--- src/rtl/i2c_prog_slave.sv ---
module i2c_prog_slave #(
  parameter logic [5:0] DEV_ADDR = 6'b100110
) (
  input  logic        clk,
  input  logic        rst_n,
  input  logic        scl,
  input  logic        sda_in,
  input  logic        sd_pin,
  output logic        sda_oe,
  output logic [7:0]  reg_a,
  output logic [15:0] reg_b,
  output logic [23:0] reg_c,
  output logic [15:0] reg_d
);
  typedef enum logic [2:0] {P_IDLE, P_ADDR, P_SUB, P_DATA, P_SKIP} phase_t;

  phase_t      phase;
  logic [2:0]  scl_q, sda_q;
  logic [3:0]  bitcnt;
  logic [7:0]  shreg;
  logic [23:0] hold;
  logic [1:0]  grp, nbytes;
  logic        ack_pend;

  wire scl_r = scl_q[1];
  wire scl_d = scl_q[2];
  wire sda_r = sda_q[1];
  wire sda_d = sda_q[2];

  wire start_c  = scl_r & scl_d & sda_d & ~sda_r;
  wire stop_c   = scl_r & scl_d & ~sda_d & sda_r;
  wire scl_rise = scl_r & ~scl_d;
  wire scl_fall = ~scl_r & scl_d;

  wire [7:0] byte_w  = {shreg[6:0], sda_r};
  wire       addr_ok = (byte_w[7] == sd_pin) && (byte_w[6:1] == DEV_ADDR) && !byte_w[0];
  wire       active  = (phase == P_ADDR) || (phase == P_SUB) || (phase == P_DATA);

  function automatic logic [1:0] need(input logic [1:0] g);
    case (g)
      2'd0:    need = 2'd1;
      2'd2:    need = 2'd3;
      default: need = 2'd2;
    endcase
  endfunction

  wire commit_ok = (phase == P_DATA) && (nbytes == need(grp));

  always_ff @(posedge clk or negedge rst_n) begin
    if (!rst_n) begin
      scl_q <= '1;
      sda_q <= '1;
    end else begin
      scl_q <= {scl_q[1:0], scl};
      sda_q <= {sda_q[1:0], sda_in};
    end
  end

  always_ff @(posedge clk or negedge rst_n) begin
    if (!rst_n) begin
      phase    <= P_IDLE;
      bitcnt   <= '0;
      shreg    <= '0;
      hold     <= '0;
      grp      <= '0;
      nbytes   <= '0;
      ack_pend <= 1'b0;
      sda_oe   <= 1'b0;
      reg_a    <= '0;
      reg_b    <= '0;
      reg_c    <= '0;
      reg_d    <= '0;
    end else if (start_c || stop_c) begin
      if (commit_ok) begin
        case (grp)
          2'd0:    reg_a <= hold[7:0];
          2'd1:    reg_b <= hold[15:0];
          2'd2:    reg_c <= hold;
          default: reg_d <= hold[15:0];
        endcase
      end
      phase    <= start_c ? P_ADDR : P_IDLE;
      bitcnt   <= '0;
      nbytes   <= '0;
      ack_pend <= 1'b0;
      sda_oe   <= 1'b0;
    end else if (active) begin
      if (scl_rise && bitcnt < 4'd8) begin
        shreg  <= byte_w;
        bitcnt <= bitcnt + 4'd1;
        if (bitcnt == 4'd7) begin
          ack_pend <= 1'b1;
          case (phase)
            P_ADDR: if (!addr_ok) begin
                      phase    <= P_SKIP;
                      ack_pend <= 1'b0;
                    end else phase <= P_SUB;
            P_SUB: begin
              grp    <= byte_w[1:0];
              nbytes <= '0;
              phase  <= P_DATA;
            end
            default: if (nbytes == 2'd3) begin
                       phase    <= P_SKIP;
                       ack_pend <= 1'b0;
                     end else begin
                       hold   <= {hold[15:0], byte_w};
                       nbytes <= nbytes + 2'd1;
                     end
          endcase
        end
      end else if (scl_fall && bitcnt == 4'd8) begin
        sda_oe <= ack_pend;
        bitcnt <= 4'd9;
      end else if (scl_fall && bitcnt == 4'd9) begin
        sda_oe   <= 1'b0;
        bitcnt   <= '0;
        ack_pend <= 1'b0;
      end
    end
  end
endmodule

--- config.mk ---
export PLATFORM = sky130hd
export DESIGN_NAME = i2c_prog_slave
export DESIGN_NICKNAME = d
export VERILOG_FILES = /design/src/rtl/i2c_prog_slave.sv
export SDC_FILE = /design/constraint.sdc
export NUM_CORES = 1
export LEC_CHECK = 0
export ABC_AREA = 1
export BUFFER_PORTS_ARGS = -buffer_cell sky130_fd_sc_hd__buf_2
export CORE_MARGIN = 8
export CORE_UTILIZATION = 51
export CTS_BUF_LIST = sky130_fd_sc_hd__clkbuf_16
export CTS_CLUSTER_DIAMETER = 30
export DETAILED_ROUTE_END_ITERATION = 8
export GPL_TIMING_DRIVEN = 0
export PLACE_DENSITY = 0.75
export SYNTH_ARGS = -nofsm -noshare
export SYNTH_HDL_FRONTEND = slang
export SYNTH_SLANG_ARGS = --single-unit
--- constraint.sdc ---
create_clock -name clk -period 1.6 [get_ports clk]
set_input_delay 0.16 -clock clk [delete_from_list [all_inputs] [get_ports clk]]
set_output_delay 0.16 -clock clk [all_outputs]
set_load 0.01 [all_outputs]
==> impl_metrics.csv <==
group,metric,value,unit
status,outcome,"finished with violations",
status,violations,"negative setup slack",
die,initial_core_util,0.516,
logic_synthesis,syn-cell-area,4700,sq um
route,vias,4302,
logic_synthesis,synth-seq-cells,114,
placement,dp_hpwl,7850,um
logic_synthesis,ys_seq_area_frac,0.608,
clock_tree,cts_root_buf,"clkbuf_16",
placement,io_buffers,69,
logic_synthesis,synth_top_area_frac,0.575,
die,die_h,112,um
logic_synthesis,netlist_instances,512,
clock_tree,numCtsBuffers,17,
route,drt-total-wl,14700,um
placement,dpl_cell_area,5220,sq um
worst_setup_path,worstSetupPathType,"register to register",
worst_setup_path,path_max_fanout,6,
timing,fmax,535,MHz
route,avgViaCountPerCell,5.67,
power,p_seq_frac,0.415,
global_route,grt_pass1_wl,19700,um
logic_synthesis,yosysTopAreaCell,"dfrtp_1",
logic_synthesis,synthTopCellsByCount,"160 x nand2_1, 108 x dfrtp_1, 51 x inv_1",
die,die_x,112,um
worst_setup_path,critPathArrivalTime,2.15,ns
clock_tree,clk_pin_slew,0.06,ns
layout,syn_to_final_growth,41.6,%
global_route,grt_pass1_vias,3994,
route,firstDrtPassIters,7,
timing,rsz0062_at_grt,"yes",
layout,fillerInstances,582,
route,drcViolationCount,0,
route,highest_layer,"met4",
timing,hold_viol,0,
logic_synthesis,ys.flop_type,"dfrtp_1",
layout,num_antenna_cells,0,
placement,pre_cts_slack,-0.339,ns
clock_tree,h-tree-depth,4,
worst_setup_path,endpoint_kind,"register",
clock_tree,clk_latency,0.42,ns
power,p_leak,3.26,nW
power,power.density,1120,nW/um^2
power,power.switching,1.83,mW
power,intPower,5.63,mW
timing,finalSetupViolations,84,
die,core_area,9110,sq um
clock_tree,numClockSinks,114,
die,io_pins,70,
timing,tns,-8.55,ns
route,met1Wirelength,5350,um
timing,worst_pin_slew,0.633,ns
timing,fin_crit,1.87,ns
logic_synthesis,synth_edf_count,0,
worst_setup_path,critPathLaunchType,"register",
logic_synthesis,yosysMostFrequentCell,"nand2_1",
layout,seqCellArea,2860,sq um
route,route.met3.wl,1040,um
logic_synthesis,yosysWarnings,0,
hold_path,min_path_type,"input port to asynchronous set/reset pin",
global_route,overflow,0,
die,dieArea,12600,sq um
global_route,antenna_found_initial,0,
logic_synthesis,synth_cell_types,26,
worst_setup_path,reg2regPathDepth,9,
logic_synthesis,synth_area_leaders,"dfrtp_1 57%, nand2_1 13%, o21ai_0 4.7%",
logic_synthesis,synth_area_per_cell,9.19,sq um
layout,multi_input_area,1870,sq um
placement,gp_congestion,0.827,
logic_synthesis,synth-async-reset-ratio,1.00,
route,drtIter0Drc,349,
route,wl_per_cell,19.4,um
layout,post-route-cell-area,6660,sq um
timing,finalMaxSlewViolations,0,
timing,setup_slack,-0.270,ns
global_route,track_usage,0.196,
clock_tree,cts_tree,"built",
timing,finalClockSkew,0.0108,ns
route,wl_met2,7750,um
layout,nets,644,
clock_tree,clockBufferDepth,2,
timing,fin_crit_sh,1.17,
logic_synthesis,synth_nets,521,
flow_run,maxCapViolCount,0,
timing,slew_headroom,0.578,
layout,drive_above_1_share,0.401,
worst_setup_path,required,1.88,ns
power,max-vdd-ir-drop,653,uV
global_route,grt_max_degree,67,
route,postRouteAntennaNets,0,
die,placementRows,35,
power,p_sw_frac,0.246,
power,power_frac_clock,0.520,
power,comb_power_share,0.065,
[power groups by stage]
stage / sequential, mW / clock (mW) / combinational, mW
4_1_cts: 3.09 / 3.86 / 0.424
3_3_place_gp: 3.13 / 0 / 0.361
5_1_grt: 3.11 / 4.02 / 0.547
3_5_place_dp: 3.14 / 0 / 0.389
2_1_floorplan: 3.12 / 0 / 0.250
6_report: 3.10 / 3.88 / 0.487
[cells by family after synthesis]
kind of cell,count (synthesis),share of synthesized area
adders and majority gates,4,0.0106
and+or+nand+nor,223,0.207
AOI/OAI and AO/OA,96,0.107
buffers and inverters,75,0.0673
DFF,114,0.608
[layer usage]
| metal | vias up | GRT usage |
|---|---|---|
| li1 | 1911 | - |
| met2 | 223 | 0.336 |
| met4 | 0 | 0.0926 |
| met1 | 2112 | 0.220 |
| met5 | - | 0 |
| met3 | 56 | 0.0607 |
[worst paths after layout]
check	startpoint	to	slack (ns)
max in group asynchronous	rst_n	sda_q[2]	0.50
hold reg to reg	sda_q[0]	sda_q[1]	0.35
setup / recovery	nbytes[1]	hold[14]	-0.27
hold / removal	rst_n	hold[14]	0.31
min in group clk	sd_pin	phase[1]	0.32
setup reg to reg	nbytes[1]	hold[14]	-0.27
[area by class of cell]
cell class	count	area share
clock inverter	15	0.0272
sequential	114	0.430
timing repair buffer	105	0.116
inverter	54	0.0314
tap	111	0.0208
buffer	19	0.0301
clock buffer	17	0.0639
multi-input combinational	324	0.281
[flip-flops by register name, indices dropped and copies added, names as in the netlist]
register / flops
bitcnt: 4
nbytes: 2
shreg: 7
hold: 24
phase: 3
ack_pend: 1
grp: 2
sda_oe: 1
scl_q: 3
reg_c: 24
reg_b: 16
reg_a: 8
sda_q: 3
reg_d: 16
[metrics by stage]
step | hold WS, ns | total power [mW] | cells | utilization
2_1_floorplan | -0.136 | 3.37 | 512 | -
3_3_place_gp | 0.265 | 3.49 | 692 | 0.570
3_5_place_dp | 0.214 | 3.53 | 693 | 0.573
4_1_cts | 0.303 | 7.38 | 742 | 0.667
5_1_grt | 0.358 | 7.68 | 759 | 0.731
6_report | 0.314 | 7.47 | 759 | 0.731
[worst max-delay path, cell delays in order, from the launching register on]
cell and delay (ns):
dfrtp_1 0.43, ha_2 0.22, inv_2 0.05, nand2_2 0.06, nor2_2 0.13, nand4_1 0.26
buf_6 0.26, buf_8 0.14, nand2_2 0.08, o21ai_2 0.09
[cells in the final DEF, fill, tap and decap left out, types with 2 or more instances in the layout]
master	instances
o21ai_1	51
nor2_1	14
ha_1	3
nand2_1	113
nand3_4	7
nand4_1	19
bufinv_16	3
buf_6	13
nor2_2	3
dfrtp_1	105
clkbuf_2	4
buf_2	68
inv_6	4
inv_2	7
dfrtp_2	3
nand3_1	8
o21ai_0	19
buf_8	9
nand2_4	8
o21ai_2	19
nor2_4	6
clkinv_1	2
inv_1	44
nand2_2	40
a21oi_1	4
clkinvlp_4	5
nand3_2	4
dlygate4sd3_1	3
clkinv_4	2
dfstp_2	6
buf_4	21
buf_12	2
clkbuf_16	20
[what timing repair did]
action,CTS,global route
setup endpoints to repair,100,100
cloned,0,4
hold buffers,3,0
gates resized for setup,47,137
pin swaps,8,22
buffers inserted,16,13
endpoints found under the hold margin,50,0
Power figures use the tool's default switching activity.
